File: src/rtl/mac40_pkg.sv
package mac40_pkg;

  localparam int OPSEL_W = 3;

  typedef enum logic [OPSEL_W-1:0] {
    OP_HOLD = 3'd0,
    OP_MUL  = 3'd1,
    OP_ADD  = 3'd2,
    OP_SUB  = 3'd3,
    OP_CLR  = 3'd4
  } macOp_e;

  // strobes from control to datapath
  typedef struct packed {
    logic load;    // write a new accumulator value
    logic useAcc;  // accumulate on top of the current value
    logic negate;  // subtract the product instead of adding it
    logic clear;   // zero accumulator and flag
  } macStrobe_t;

endpackage

File: src/rtl/mac40_ctrl.sv
module mac40_ctrl
  import mac40_pkg::*;
(
  input  logic               inValid,
  input  logic [OPSEL_W-1:0] opSel,
  output macStrobe_t         strobe
);

  macOp_e op;

  always_comb begin
    op = macOp_e'(opSel);
    strobe = '0;
    if (inValid) begin
      case (op)
        OP_MUL: strobe.load = 1'b1;
        OP_ADD: begin
          strobe.load   = 1'b1;
          strobe.useAcc = 1'b1;
        end
        OP_SUB: begin
          strobe.load   = 1'b1;
          strobe.useAcc = 1'b1;
          strobe.negate = 1'b1;
        end
        OP_CLR:  strobe.clear = 1'b1;
        default: strobe = '0;
      endcase
    end
  end

endmodule

File: src/rtl/mac40_round.sv
module mac40_round #(
  parameter int OP_W  = 16,
  parameter int ACC_W = 40
) (
  input  logic [ACC_W-1:0] acc,
  output logic [OP_W-1:0]  rd
);

  localparam int PROD_W = 2 * OP_W;
  localparam int TOP_W  = ACC_W - PROD_W + 1;
  localparam int HALF_B = PROD_W - OP_W - 1;

  localparam logic [OP_W-1:0] MAX_POS = {1'b0, {(OP_W-1){1'b1}}};
  localparam logic [OP_W-1:0] MAX_NEG = {1'b1, {(OP_W-1){1'b0}}};
  localparam logic [PROD_W:0] HALF    = (PROD_W+1)'(1) << HALF_B;

  logic [TOP_W-1:0]  topBits;
  logic              inRange;
  logic [PROD_W:0]   rounded;

  always_comb begin
    topBits = acc[ACC_W-1:PROD_W-1];
    inRange = (&topBits) | ~(|topBits);
    rounded = {acc[PROD_W-1], acc[PROD_W-1:0]} + HALF;
    if (!inRange) begin
      rd = acc[ACC_W-1] ? MAX_NEG : MAX_POS;
    end else if (rounded[PROD_W] != rounded[PROD_W-1]) begin
      rd = MAX_POS;  // rounding carried into the sign
    end else begin
      rd = rounded[PROD_W-1:PROD_W-OP_W];
    end
  end

endmodule

File: src/rtl/mac40_dp.sv
module mac40_dp
  import mac40_pkg::*;
#(
  parameter int OP_W  = 16,
  parameter int ACC_W = 40
) (
  input  logic             clk,
  input  logic             rst,
  input  macStrobe_t       strobe,
  input  logic [OP_W-1:0]  opA,
  input  logic [OP_W-1:0]  opB,
  output logic [ACC_W-1:0] acc,
  output logic             ovf
);

  localparam int PROD_W  = 2 * OP_W;
  localparam int GUARD_W = ACC_W - PROD_W;
  localparam int TOP_W   = GUARD_W + 1;

  logic signed [PROD_W-1:0] prod;
  logic [ACC_W-1:0]         prodExt;
  logic [ACC_W-1:0]         addend;
  logic [ACC_W-1:0]         base;
  logic [ACC_W-1:0]         nxt;
  logic [TOP_W-1:0]         nxtTop;
  logic                     nxtFits;

  always_comb begin
    prod    = $signed(opA) * $signed(opB);
    prodExt = {{GUARD_W{prod[PROD_W-1]}}, prod};
    addend  = strobe.negate ? (~prodExt + 1'b1) : prodExt;
    base    = strobe.useAcc ? acc : '0;
    nxt     = base + addend;
    nxtTop  = nxt[ACC_W-1:PROD_W-1];
    nxtFits = (&nxtTop) | ~(|nxtTop);
  end

  always_ff @(posedge clk) begin
    if (rst || strobe.clear) begin
      acc <= '0;
      ovf <= 1'b0;
    end else if (strobe.load) begin
      acc <= nxt;
      if (!nxtFits) ovf <= 1'b1;
    end
  end

endmodule

File: src/rtl/mac40_unit.sv
module mac40_unit
  import mac40_pkg::*;
#(
  parameter int OP_W  = 16,
  parameter int ACC_W = 40
) (
  input  logic               clk,
  input  logic               rst,
  input  logic               inValid,
  input  logic [OPSEL_W-1:0] opSel,
  input  logic [OP_W-1:0]    opA,
  input  logic [OP_W-1:0]    opB,
  output logic [ACC_W-1:0]   accOut,
  output logic               ovfFlag,
  output logic [OP_W-1:0]    rdOut
);

  macStrobe_t strobe;

  mac40_ctrl u_ctrl (
    .inValid (inValid),
    .opSel   (opSel),
    .strobe  (strobe)
  );

  mac40_dp #(.OP_W(OP_W), .ACC_W(ACC_W)) u_dp (
    .clk    (clk),
    .rst    (rst),
    .strobe (strobe),
    .opA    (opA),
    .opB    (opB),
    .acc    (accOut),
    .ovf    (ovfFlag)
  );

  mac40_round #(.OP_W(OP_W), .ACC_W(ACC_W)) u_round (
    .acc (accOut),
    .rd  (rdOut)
  );

endmodule

File: config.mk
export PLATFORM = sky130hd
export DESIGN_NAME = mac40_unit
export DESIGN_NICKNAME = d
export VERILOG_FILES = /design/src/rtl/mac40_pkg.sv /design/src/rtl/mac40_ctrl.sv /design/src/rtl/mac40_round.sv /design/src/rtl/mac40_dp.sv /design/src/rtl/mac40_unit.sv
export SDC_FILE = /design/constraint.sdc
export NUM_CORES = 1
export LEC_CHECK = 0
export BUFFER_PORTS_ARGS = -buffer_cell sky130_fd_sc_hd__buf_2
export CELL_PAD_IN_SITES_DETAIL_PLACEMENT = 1
export CELL_PAD_IN_SITES_GLOBAL_PLACEMENT = 1
export CORE_MARGIN = 10
export CORE_UTILIZATION = 53
export DETAILED_ROUTE_END_ITERATION = 16
export GPL_TIMING_DRIVEN = 0
export HOLD_SLACK_MARGIN = 0.1
export PLACE_DENSITY_LB_ADDON = 0.1
export SLEW_MARGIN = 20
export SYNTH_ARGS = -nofsm -noshare
export SYNTH_HDL_FRONTEND = slang
export SYNTH_HIERARCHICAL = 1
export SYNTH_SLANG_ARGS = --single-unit
File: constraint.sdc
create_clock -name clk -period 27.3 [get_ports clk]
set_input_delay 5.46 -clock clk [delete_from_list [all_inputs] [get_ports clk]]
set_output_delay 5.46 -clock clk [all_outputs]
set_load 0.03 [all_outputs]
=== Word-level counts from Yosys, hierarchy flattened ===
Cells that the tools add are included.

* Register bits after elaboration: 41
* Input port bits: 38
* Output and inout bits: 57
* Word-level logic and storage cells: 35

* Add/subtract/negate cells: 3
* $mul: 1
* Equal/unequal tests: 5
* Multiplexer cells: 10
* Bitwise operators: 6
* Reduce and logical (&&, ||, !) cells: 8

{| class="wikitable"
|+ Operators with widths
! operator !! count
|-
| 2-to-1 mux 40 bit || 2
|-
| 2-to-1 mux 16 bit || 3
|-
| adder 40 x 1 -> 40 bit, second input constant || 1
|-
| adder 40 bit || 1
|-
| NOT 40 bit || 1
|-
| adder 32 x 17 -> 33 bit, second input constant || 1
|-
| multiplier 16 x 16 -> 32 bit || 1
|-
| AND reduction 9 bit || 2
|-
| OR reduction 9 bit || 2
|-
| equality test 3 x 2 -> 1 bit, second input constant || 2
|-
| 2-to-1 mux 1 bit || 4
|-
| 2-to-1 mux 4 bit || 1
|-
| equality test 3 x 1 -> 1 bit, second input constant || 1
|-
| equality test 3 bit, second input constant || 1
|-
| NOT 1 bit || 3
|-
| OR reduction 3 bit || 1
|-
| bitwise OR 1 bit || 2
|-
| AND reduction 2 bit || 1
|-
| OR reduction 2 bit || 1
|-
| logical OR 1 bit || 1
|-
| != test 1 bit || 1
|}

=== Depth between registers and ports, before layout ===
Gate-level depths: netlist of the first run.

* Word-level depth: 11
* Depth in mapped cells: 41
* Mapped depth without buffers: 39

=== Modules after synthesis ===
Netlist of the first run, hierarchy kept.

{| class="wikitable"
|+ Modules (own cells, without submodules)
! module !! times used !! cells an instance !! area an instance (um^2)
|-
| mac40_dp || 1 || 1732 || 14714.1
|-
| mac40_round || 1 || 87 || 650.6
|-
| mac40_ctrl || 1 || 5 || 33.8
|}

=== Worst setup path before layout of the first run ===
No wires, ideal clock.

* Kind: input -> register
* Start point: in opB[7]
* End point: reg u_dp.ovf
* Library setup time: 0.122 ns
* Arrival: 14.335 ns
* Required time: 27.178 ns
* Setup slack: 12.843 ns
* Stages on the path: 39
* Cells stage by stage: clkbuf_1 nand2_1 fa_1 inv_1 fa_1 inv_1 fa_1 inv_1 fa_1 fa_1 inv_1 fa_1 inv_1 ha_1 and4_1 and3_1 a221oi_1 o21ai_1 [3 not listed] nor3b_1 inv_1 o21ai_0 xnor2_1 ha_1 clkbuf_1 a21o_1 a21oi_1 o221a_2 nand2_1 o31ai_4 o21bai_1 a211oi_2 nor2_1 or4b_1 nor4b_2 nand3_1 o311a_1

* Cells in the longest elaborated chain, start to end: 10

{| class="wikitable"
|+ Ends and longest elaborated chain
! item !! line !! text
|-
| start, declared || mac40_unit.sv:12 || <nowiki>input logic [OP_W-1:0] opB,</nowiki>
|-
| multiplier 16 x 16 -> 32 bit * || mac40_dp.sv:29 || <nowiki>prod = $signed(opA) * $signed(opB);</nowiki>
|-
| NOT 40 bit || mac40_dp.sv:31 || <nowiki>addend = strobe.negate ? (~prodExt + 1'b1) : prodExt;</nowiki>
|-
| adder 40 x 1 -> 40 bit || mac40_dp.sv:31 ||
|-
| 2-to-1 mux 40 bit * || mac40_dp.sv:31 ||
|-
| adder 40 bit * || mac40_dp.sv:33 || <nowiki>nxt = base + addend;</nowiki>
|-
| OR reduction 9 bit || mac40_dp.sv:35 || <nowiki>nxtFits = (&nxtTop) | ~(|nxtTop);</nowiki>
|-
| NOT 1 bit || mac40_dp.sv:35 ||
|-
| bitwise OR 1 bit * || mac40_dp.sv:35 ||
|-
| NOT 1 bit (no source line) * || -- ||
|-
| AND reduction 2 bit (no source line) * || -- ||
|-
| end signal, assigned || mac40_dp.sv:41 || <nowiki>ovf <= 1'b0;</nowiki>
|-
| end signal, assigned || mac40_dp.sv:44 || <nowiki>if (!nxtFits) ovf <= 1'b1;</nowiki>
|-
| end, declared || mac40_dp.sv:13 || <nowiki>output logic ovf</nowiki>
|}

Mark *: on every way between the ends. The rest lies on a longest branch, timed or not.
A chain may end at the register's enable or synchronous reset.

=== Worst setup path after layout of the first run ===
* Start point: in opA[7]
* End point: reg u_dp.ovf

* Cells in the longest elaborated chain, start to end: 10

{| class="wikitable"
|+ Ends and longest elaborated chain
! item !! line !! text
|-
| start, declared || mac40_unit.sv:11 || <nowiki>input logic [OP_W-1:0] opA,</nowiki>
|-
| multiplier 16 x 16 -> 32 bit * || mac40_dp.sv:29 ||
|-
| NOT 40 bit || mac40_dp.sv:31 ||
|-
| adder 40 x 1 -> 40 bit || mac40_dp.sv:31 ||
|-
| 2-to-1 mux 40 bit * || mac40_dp.sv:31 ||
|-
| adder 40 bit * || mac40_dp.sv:33 ||
|-
| OR reduction 9 bit || mac40_dp.sv:35 ||
|-
| NOT 1 bit || mac40_dp.sv:35 ||
|-
| bitwise OR 1 bit * || mac40_dp.sv:35 ||
|-
| NOT 1 bit (no source line) * || -- ||
|-
| AND reduction 2 bit (no source line) * || -- ||
|}

Marks and branches as above.

==> summary.md, run 1 <==
| Metric | Value |
|---|---|
| Htree depth | 2 |
| Post-CTS setup buffer count | 0 |
| Max clock buf depth | 2 |
| FF-to-FF Start | u_dp/acc[0]$_SDFFE_PP0P_ |
| Max-slew headroom | 0.297 |
| Die W | around 190 um |
| Cells on worst reg2reg path | 14 |
| HP Class | flop to flop |
| Via count | approximately 13k |
| Hold path endpoint | u_dp/acc[10]$_SDFFE_PP0P_ |
| Share of layout cells above drive strength 1 | 0.0800 |
| Clk sinks | 41 |
| RSZ-0062 raised after global routing | no |
| Critical Path Start Type | input port |
| N_diodes | 0 |
| Arrival time worst endpoint | 16.21 ns |
| Register area share after synthesis | 0.0533 |
| Clock skew | 0.00704 ns |
| Clock latency on the worst-skew pair | 0.29 ns |
| Total grt overflow | 0 |
| Max stage delay cell, worst path | fa_1 |
| First-pass GRT wire length | 76600 um |
| CP endpoint kind | flop |
| Max-slew violations | 0 |
| Post-synth EDFFs | 0 |
| CTS root buf | clkbuf_16 |
| Largest net degree at the start of global routing | 13 |
| I/O Buffers | 94 |
| Core area | around 0.029 mm2 |
| Fin util | 0.574 |
| Via density per instance | 5.70 |
| Critical Path RT | 27.48 ns |
| Final #Nets | 2350 |
| # fillers | ~3.6k |
| Ys flop type | dfxtp_1 |
| # IOs | between 90 and 100 |
| F_max | 62.4 MHz |
| CP max stage delay | 0.58 ns |
| Mean Syn Cell Area | between 8 and 9 um2 |
| Pre-Repair DR Iteration Count | 5 |
| Yosys warns | 6 |
| Initial DRC Count | between 800 and 900 |
| Antenna-violating nets left | 0 |
| Post-cts repair resize count | 0 |
| Area grow syn2layout | 7.08% |
| TNS Setup | 0 ns |
| Synth Register Bits | 41 |
| Yosys cell types | 84 |
| Placed cells | 2302 |
| Row count | 62 |
| Max cap viols | 0 |
| Final WL | 47000 um |
| Post-CTS Hold Fix Bufs | 0 |
| Post-Syn Area | between 0.015 and 0.02 mm2 |
| Hold Fails Final Rpt | 0 |
| Synth top area share | 0.342 |
| Setup Viol. Count Final | 0 |
| Hold Startpoint | u_dp/acc[10]$_SDFFE_PP0P_ |
| Initial Util | 0.536 |
| Syn_nets | 2249 |
| Dominant cells by area after synthesis | fa_1, ha_1, inv_1, and2_1, dfxtp_1 |
| Detailed Place HPWL | 40800 um |
| Vias in the first global route | 14.8k |
| Total CTS buffers | 5 |
| Post-DP Area | roughly 0.016 mm2 |
| Post-Layout Cell Count | 2310 |
| Most frequent cell after synthesis | inv_1 |
| RR Endpoint | u_dp/ovf$_SDFFE_PP0P_ |
| Tightest Pin Transition | 1.05 ns |
| Clock-pin transition on the worst setup and hold timing paths | 0.06 ns |
| Global Route Usage Sum | 0.265 |
| Commonest cells in the netlist | inv_1, fa_1, and2_1, nand2_1, ha_1 |
| Worst Path Class, Setup | input port to flop |
| Yosys top cell by area | fa_1 |
| Crit path launch | opA[7] |
| CP max FO | 10 |
| Antenna violations before repair | 1 |
| Async S/R FF share, synth | 0 |
| Hold Path Stages | 2 |
| Worst R2R Setup Slack | about 23 ns |
| # DRC | 0 |
| Wirelength per Cell | about 20 um |
| Routability cong. | 0.904 |
| TritonCTS clock tree | yes |
| Status | finished, final reports clean |
| Final worst path period share | 0.587 |
| Design Area, Final | 0.0165 mm2 |
| Post-Synthesis Cells | about 1.8k |
| Final Critical Period | between 15 and 20 ns |
| Die area | 0.0363 mm2 |
| Chip Height | around 190 um |
-- final cells by class --
cell class	instances	area [um2]	share of cell area
Clock inverter	2	10.0	0.000607
Multi-Input combinational cell	1382	13100	0.792
Tap cell	384	480	0.0291
Clock buffer	6	129	0.00782
Buffer	66	255	0.0155
Timing Repair Buffer	94	470	0.0285
Sequential cell	41	821	0.0498
Inverter	335	1260	0.0763
-- placed cells by master (no fill, tap or decap), drive strengths merged, types with 30 or more instances in the layout --
cell type,netlist,routed
buf,9,103
fa,263,263
clkbuf,57,63
nand2,171,171
nor2,102,102
dfxtp,41,41
a21o,30,30
ha,124,124
xnor2,76,76
and2,171,171
a21oi,72,72
o21ai,66,66
inv,334,334
-- metrics by stage --
stage               worst slack [ns]  hold slack, ns
CTS                            11.43           0.482
floorplan                      12.84           0.600
global placement               11.35           0.482
detailed placement             11.16           0.473
finish                         11.27           0.484
global route                   10.58           0.539
-- cell families after synthesis --
family / count (synthesis) / synth area share
xor gates and xnor gates: 102 / 0.0590
and+or+nand+nor: 582 / 0.200
muxes: 32 / 0.0210
AOI/OAI and AO/OA: 279 / 0.126
adders and majority gates: 387 / 0.443
DFF: 41 / 0.0533
buffers and inverters: 401 / 0.0982
-- sequential cells by signal (all words and copies together) (netlist names) --
name	cells
u_dp/acc	40
u_dp/ovf	1
-- worst max-delay path: cells and delay by family --
| kind | cells | cell delay, ns |
|---|---|---|
| AO/OA/AOI/OAI | 11 | 2.31 |
| buffers and inverters | 9 | 1.38 |
| AND/OR/NAND/NOR | 11 | 2.95 |
| XOR/XNOR | 2 | 0.37 |
| adder cells (fa/ha/maj) | 8 | 3.76 |
-- metal layers --
metal | part of all wire | global-route usage | vias up
met5 | 0.0014 | 0.0137 | -
met4 | 0.026 | 0.0669 | 2
met2 | 0.52 | 0.484 | 280
met3 | 0.046 | 0.0337 | 84
li1 | - | - | 6010
met1 | 0.41 | 0.321 | 6791
-- worst max-delay path by stage --
stage                            endpoint  slack, ns  cells after the start
finish              u_dp/ovf$_SDFFE_PP0P_      11.27                     41
global route        u_dp/ovf$_SDFFE_PP0P_      10.58                     41
CTS                 u_dp/ovf$_SDFFE_PP0P_      11.43                     40
detailed placement  u_dp/ovf$_SDFFE_PP0P_      11.16                     41
global placement    u_dp/ovf$_SDFFE_PP0P_      11.35                     40
floorplan           u_dp/ovf$_SDFFE_PP0P_      12.84                     39
Power of run 1 is left out: the tool's default activity adds up to more than one toggle a clock period on the data nets, which glitch-free logic cannot reach.
==> run 2: changes to the inputs <==
--- a/config.mk
+++ b/config.mk
@@ -9,7 +9,7 @@
 export CELL_PAD_IN_SITES_DETAIL_PLACEMENT = 1
 export CELL_PAD_IN_SITES_GLOBAL_PLACEMENT = 1
 export CORE_MARGIN = 10
-export CORE_UTILIZATION = 53
+export CORE_UTILIZATION = 49
 export DETAILED_ROUTE_END_ITERATION = 16
 export GPL_TIMING_DRIVEN = 0
 export HOLD_SLACK_MARGIN = 0.1
==> constraint.sdc (replaced) <==
create_clock -name clk -period 16.06 [get_ports clk]
set_input_delay 3.212 -clock clk [delete_from_list [all_inputs] [get_ports clk]]
set_output_delay 3.212 -clock clk [all_outputs]
set_load 0.03 [all_outputs]
==> run 2 against run 1 <==
Effect of this change: via count shrank 1.3%; non-clock buffer count is the same; design area grew 0.11%; first-iteration DRC count fell by 20%; final cell count rose by 0.56%; clock skew up 0.0019 ns; hold slack better by 0.0064 ns; worst setup slack worse by 9.0 ns; global-route usage is 2.6 points lower; die area grew 7.3%; critical endpoint unchanged; largest cell class unchanged.
==> summary.md, run 2 (synthesis results as in run 1) <==
| Metric | Value |
|---|---|
| Via density per instance | 5.59 (-1.9%) |
| Cells on worst reg2reg path | 14 (unchanged) |
| Antenna violations before repair | 1 (unchanged) |
| CP Capture Point | u_dp/ovf$_SDFFE_PP0P_ |
| Tightest Pin Transition | 1.05 ns (-0.000812 ns) |
| Commonest non-fill, non-tap cell in the layout | inv_1 |
| Crit path max-delay family | adder cells |
| Post-DP Area | 0.0164 mm2 (about the same) |
| Worst Path Class, Setup | input port to flop |
| Final WL | 45000 um (-4.3%) |
| Initial Util | 0.499 (-0.0370) |
| Commonest cells after routing, fill and taps aside | inv_1, fa_1, and2_1, nand2_1, ha_1 |
| Number of flip-flops in the largest register | 40 (unchanged) |
| Post-Layout Cell Count | 2323 (+0.56%) |
| I/O Buffers | 94 (unchanged) |
| Max stage delay cell, worst path | fa_1 |
| Core area | 0.0308 mm2 (+7.4%) |
| Final worst path period share | 0.858 |
| Crit. path cell count | 38 (-7.3%) |
| Placed cells | 2314 (+0.52%) |
| Total grt overflow | 0 (unchanged) |
| TritonCTS clock tree | yes |
| Vias in the first global route | 14.3k (-3.6%) |
| Biggest regs | u_dp/acc: 40 flops, u_dp/ovf: 1 flops |
| Hold Startpoint | u_dp/acc[10]$_SDFFE_PP0P_ |
| TNS Setup | 0 ns (unchanged) |
| Detailed Place HPWL | 39100 um (-4.0%) |
| Row count | 64 (+3.2%) |
| RSZ-0062 raised after global routing | no |
| Multi-input gate area | 0.0131 mm2 (unchanged) |
| Post-CTS Hold Fix Bufs | 0 (unchanged) |
| Design Area, Final | 0.0165 mm2 (+0.11%) |
| Bufs and invs on worst path | 7 (-2) |
| Pre-Repair DR Iteration Count | 5 (unchanged) |
| First-pass GRT wire length | 74700 um (-2.5%) |
| Max cap viols | 0 (unchanged) |
| Final #Nets | 2350 (unchanged) |
| Setup Viol. Count Final | 0 (unchanged) |
| Critical Path Start Type | input port |
| Worst R2R Setup Slack | 11.66 ns (-11.19 ns) |
| Wirelength per Cell | 19.4 um (-4.8%) |
| Post-CTS setup buffer count | 0 (unchanged) |
| Hold Fails Final Rpt | 0 (unchanged) |
| Max clock buf depth | 2 (unchanged) |
| Most flops, register | u_dp/acc |
| Largest net degree at the start of global routing | 13 (unchanged) |
| CP max stage delay | 0.59 ns (about the same) |
| # fillers | 3815 (+7.2%) |
| Crit path launch | opA[8] |
| Initial DRC Count | 638 (-20%) |
| Max-slew violations | 0 (unchanged) |
| Total CTS buffers | 5 (unchanged) |
| Max-slew headroom | 0.298 (+0.000542) |
| Global Route Usage Sum | 0.240 (-0.0255) |
| Routability cong. | 0.906 (+0.23%) |
| CP max FO | 10 (unchanged) |
| FF/Latch Area | 821 um2 (unchanged) |
| HP Class | flop to flop |
| Chip Height | 197 um (+3.6%) |
| Antenna-violating nets left | 0 (unchanged) |
| Final Critical Period | 13.78 ns |
| Post-cts repair resize count | 0 (unchanged) |
| CTS root buf | clkbuf_16 |
| Critical Path RT | 16.24 ns (-11.24 ns) |
| Clk sinks | 41 (unchanged) |
| Clock latency on the worst-skew pair | 0.30 ns (about the same) |
| Status | finished, final reports clean |
| # IOs | 95 (unchanged) |
| # DRC | 0 (unchanged) |
| F_max | 72.6 MHz |
| Area grow syn2layout | 7.19% |
| Clock-pin transition on the worst setup and hold timing paths | 0.06 ns (about the same) |
| Die area | 0.0389 mm2 (+7.3%) |
| CP most frequent cell | fa_1 |
| FF-to-FF Start | u_dp/acc[0]$_SDFFE_PP0P_ |
| CP endpoint kind | flop |
| Clock skew | 0.00889 ns (+0.00186 ns) |
| Via count | 13.0k (-1.3%) |
| Arrival time worst endpoint | 13.96 ns (-2.25 ns) |
| Share of layout cells above drive strength 1 | 0.0800 (unchanged) |
| RR Endpoint | u_dp/ovf$_SDFFE_PP0P_ |
| Htree depth | 2 (unchanged) |
| Die W | 197 um (+3.6%) |
==> run 2: how the worst min path moves through the flow <==
stage	to	cells after the start	slack, ns
after floorplan	u_dp/acc[10]$_SDFFE_PP0P_	2	0.60
after global placement	u_dp/acc[10]$_SDFFE_PP0P_	2	0.48
after detailed placement	u_dp/acc[10]$_SDFFE_PP0P_	2	0.49
after CTS	u_dp/acc[10]$_SDFFE_PP0P_	2	0.50
after global routing	u_dp/acc[10]$_SDFFE_PP0P_	2	0.50
final	u_dp/acc[10]$_SDFFE_PP0P_	2	0.49
==> run 2: per-stage QoR <==
stage               hold WS (ns)  utilization  worst slack (ns)
finish                     0.491        0.535              2.28
global route               0.504        0.535              1.73
CTS                        0.496        0.535              2.46
detailed placement         0.487        0.531              2.19
global placement           0.484        0.531              2.31
floorplan                  0.600            -              3.85
==> run 2: area by class of cell <==
class,count,area share
flip-flops and latches,41,0.0497
plain buffers,66,0.0155
inverters,335,0.0762
repair buffers,94,0.0285
clock buffers,6,0.00781
multi-input cells,1382,0.792
diodes,1,0.000152
clock inverters,2,0.000606
well taps,396,0.0300
==> run 2: tightest hold or removal path: stages (launching register included) <==
cell and delay, ns:
dfxtp_1 0.33, nand2_1 0.07, a21oi_1 0.05
==> run 2: layer usage <==
| metal | up-vias | track usage | part of all wire |
|---|---|---|---|
| li1 | 6014 | - | - |
| met1 | 6688 | 0.298 | 0.42 |
| met2 | 233 | 0.431 | 0.51 |
| met3 | 60 | 0.0370 | 0.045 |
| met4 | 0 | 0.0464 | 0.021 |
| met5 | - | 0 | 0 |
Power of run 2 is left out for the same reason.
==> run 3: changes to the inputs <==
--- a/config.mk
+++ b/config.mk
@@ -5,9 +5,11 @@
 export SDC_FILE = /design/constraint.sdc
 export NUM_CORES = 1
 export LEC_CHECK = 0
+export ABC_CLOCK_PERIOD_IN_PS = 16059
 export BUFFER_PORTS_ARGS = -buffer_cell sky130_fd_sc_hd__buf_2
 export CELL_PAD_IN_SITES_DETAIL_PLACEMENT = 1
 export CELL_PAD_IN_SITES_GLOBAL_PLACEMENT = 1
+export CORE_ASPECT_RATIO = 1.1
 export CORE_MARGIN = 10
 export CORE_UTILIZATION = 49
 export DETAILED_ROUTE_END_ITERATION = 16
==> run 3 against run 2 <==
Effect of this change: final cell count increased by 1.0%; core utilization fell by 0.42 points; count of clock-buffer cells in the layout down 1; design area up 0.49%; die area hardly changed; critical endpoint unchanged; via count is essentially flat; sequential share of layout area about the same; hold slack improved by 0.0099 ns; clock skew is 0.0011 ns lower; wire length up 1.7%; fmax barely moved.
==> summary.md, run 3 (synthesis results as in run 1) <==
| Metric | Value |
|---|---|
| Status | finished, final reports clean |
| Initial DRC Count | 584 (-8.5%) |
| CTS root buf | clkbuf_16 |
| TNS Setup | 0 ns (unchanged) |
| Antenna-violating nets left | 0 (unchanged) |
| Initial Util | 0.493 (-0.00632) |
| Hold Path Stages | 2 (unchanged) |
| CP max stage delay | 0.64 ns (+0.05 ns) |
| Via count | 13.0k (+0.046%) |
| CP max FO | 10 (unchanged) |
| Fin util | 0.531 (-0.00418) |
| Max-slew headroom | 0.303 (+0.00493) |
| Worst Path Class, Setup | input port to flop |
| Final #Nets | 2350 (unchanged) |
| Critical Path RT | 16.24 ns (about the same) |
| Post-CTS Hold Fix Bufs | 0 (unchanged) |
| Share of layout cells above drive strength 1 | 0.0805 (+0.000519) |
| Crit. path cell count | 37 (-2.6%) |
| Total CTS buffers | 5 (unchanged) |
| Clock latency on the worst-skew pair | 0.30 ns (about the same) |
| Hold Fails Final Rpt | 0 (unchanged) |
| Max cap viols | 0 (unchanged) |
| Chip Height | 206 um (+4.4%) |
| Final WL | 45700 um (+1.7%) |
| CP endpoint kind | flop |
| Row count | 68 (+6.3%) |
| Critical Path Start Type | input port |
| First-pass GRT wire length | 75100 um (+0.61%) |
| Placed cells | 2338 (+1.0%) |
| Bufs and invs on worst path | 7 (unchanged) |
| Crit path max-delay family | adder cells |
| Routability cong. | 0.893 (-1.4%) |
| Core area | 0.0312 mm2 (+1.3%) |
| Vias in the first global route | 14.7k (+2.8%) |
| Setup Viol. Count Final | 0 (unchanged) |
| Cells on worst reg2reg path | 15 (+1) |
| Die W | 189 um (-4.2%) |
| I/O Buffers | 94 (unchanged) |
| Post-cts repair resize count | 0 (unchanged) |
| Hold Slack | 0.501 ns (+0.00993 ns) |
| Largest net degree at the start of global routing | 14 (+1) |
| HP Class | flop to flop |
| RSZ-0062 raised after global routing | no |
| Wirelength per Cell | 19.5 um (+0.63%) |
| Commonest non-fill, non-tap cell in the layout | inv_1 |
| F_max | 72.5 MHz (about the same) |
| Clk sinks | 41 (unchanged) |
| Total grt overflow | 0 (unchanged) |
| Htree depth | 2 (unchanged) |
| Pre-Repair DR Iteration Count | 5 (unchanged) |
| Via density per instance | 5.54 (-0.98%) |
| CP most frequent cell | fa_1 |
| Max stage delay cell, worst path | fa_1 |
| Clock skew | 0.00779 ns (-0.00110 ns) |
| Detailed Place HPWL | 39500 um (+0.94%) |
| Number of flip-flops in the largest register | 40 (unchanged) |
| Max-slew violations | 0 (unchanged) |
| Clock-pin transition on the worst setup and hold timing paths | 0.07 ns (about the same) |
| Biggest regs | u_dp/acc: 40 flops, u_dp/ovf: 1 flops |
| # DRC | 0 (unchanged) |
| Final Critical Period | 13.79 ns (+0.00785 ns) |
| Area grow syn2layout | 7.72% |
| Arrival time worst endpoint | 13.97 ns (about the same) |
| Commonest cells after routing, fill and taps aside | inv_1, fa_1, and2_1, nand2_1, ha_1 |
| Max clock buf depth | 2 (unchanged) |
| Post-Layout Cell Count | 2347 (+1.0%) |
| Die area | 0.0389 mm2 (about the same) |
| Most flops, register | u_dp/acc |
| # IOs | 95 (unchanged) |
| Final worst path period share | 0.859 (about the same) |
| Tightest Pin Transition | 1.05 ns (-0.00739 ns) |
| Antenna violations before repair | 1 (unchanged) |
| TritonCTS clock tree | yes |
| Global Route Usage Sum | 0.240 (+0.000508) |
| Post-CTS setup buffer count | 0 (unchanged) |
## run 3: metrics by stage
stage,setup WS [ns],area [um2]
3_5_place_dp,2.13,16400
4_1_cts,2.39,16600
5_1_grt,1.76,16600
2_1_floorplan,3.85,15400
6_report,2.27,16600
3_3_place_gp,2.34,16400
## run 3: cell type report
type / count / area, um2
antenna: 1 / 2.50
buffer: 66 / 255
clock buffer: 5 / 125
clock inverter: 3 / 65.1
fill: 3858 / 14600
inverter: 335 / 1260
multi-input combinational: 1382 / 13100
sequential: 41 / 821
tap: 420 / 526
timing repair buffer: 94 / 470
## run 3: worst register-to-register path, cell delays in order (launching register included)
cell and delay (ns):
dfxtp_1 0.33, and2_1 0.14, ha_1 0.21, fa_1 0.42, a21o_1 0.21, a211o_1 0.32
a211oi_1 0.44, nor2_1 0.20, a21o_1 0.29, a31oi_1 0.37, o21ai_0 0.24, a41oi_1 0.30
xnor2_1 0.16, nor4_1 0.31, nand3_1 0.11, o311a_1 0.30
## run 3: worst paths after layout
path / startpoint / to / slack (ns)
worst min register to register: u_dp/acc[10]$_SDFFE_PP0P_ / u_dp/acc[10]$_SDFFE_PP0P_ / 0.50
worst max register to register: u_dp/acc[0]$_SDFFE_PP0P_ / u_dp/ovf$_SDFFE_PP0P_ / 11.62
worst max-delay path: opB[7] / u_dp/ovf$_SDFFE_PP0P_ / 2.27
worst min-delay path: u_dp/acc[10]$_SDFFE_PP0P_ / u_dp/acc[10]$_SDFFE_PP0P_ / 0.50
## run 3: layer usage
metal / GRT usage / wire [um] / vias to the layer above
li1: - / - / 6017
met4: 0.0499 / 981 / 2
met2: 0.450 / 24100 / 220
met3: 0.0278 / 1530 / 67
met1: 0.288 / 19000 / 6695
met5: 0.0128 / 70 / -
Power of run 3 is left out for the same reason.
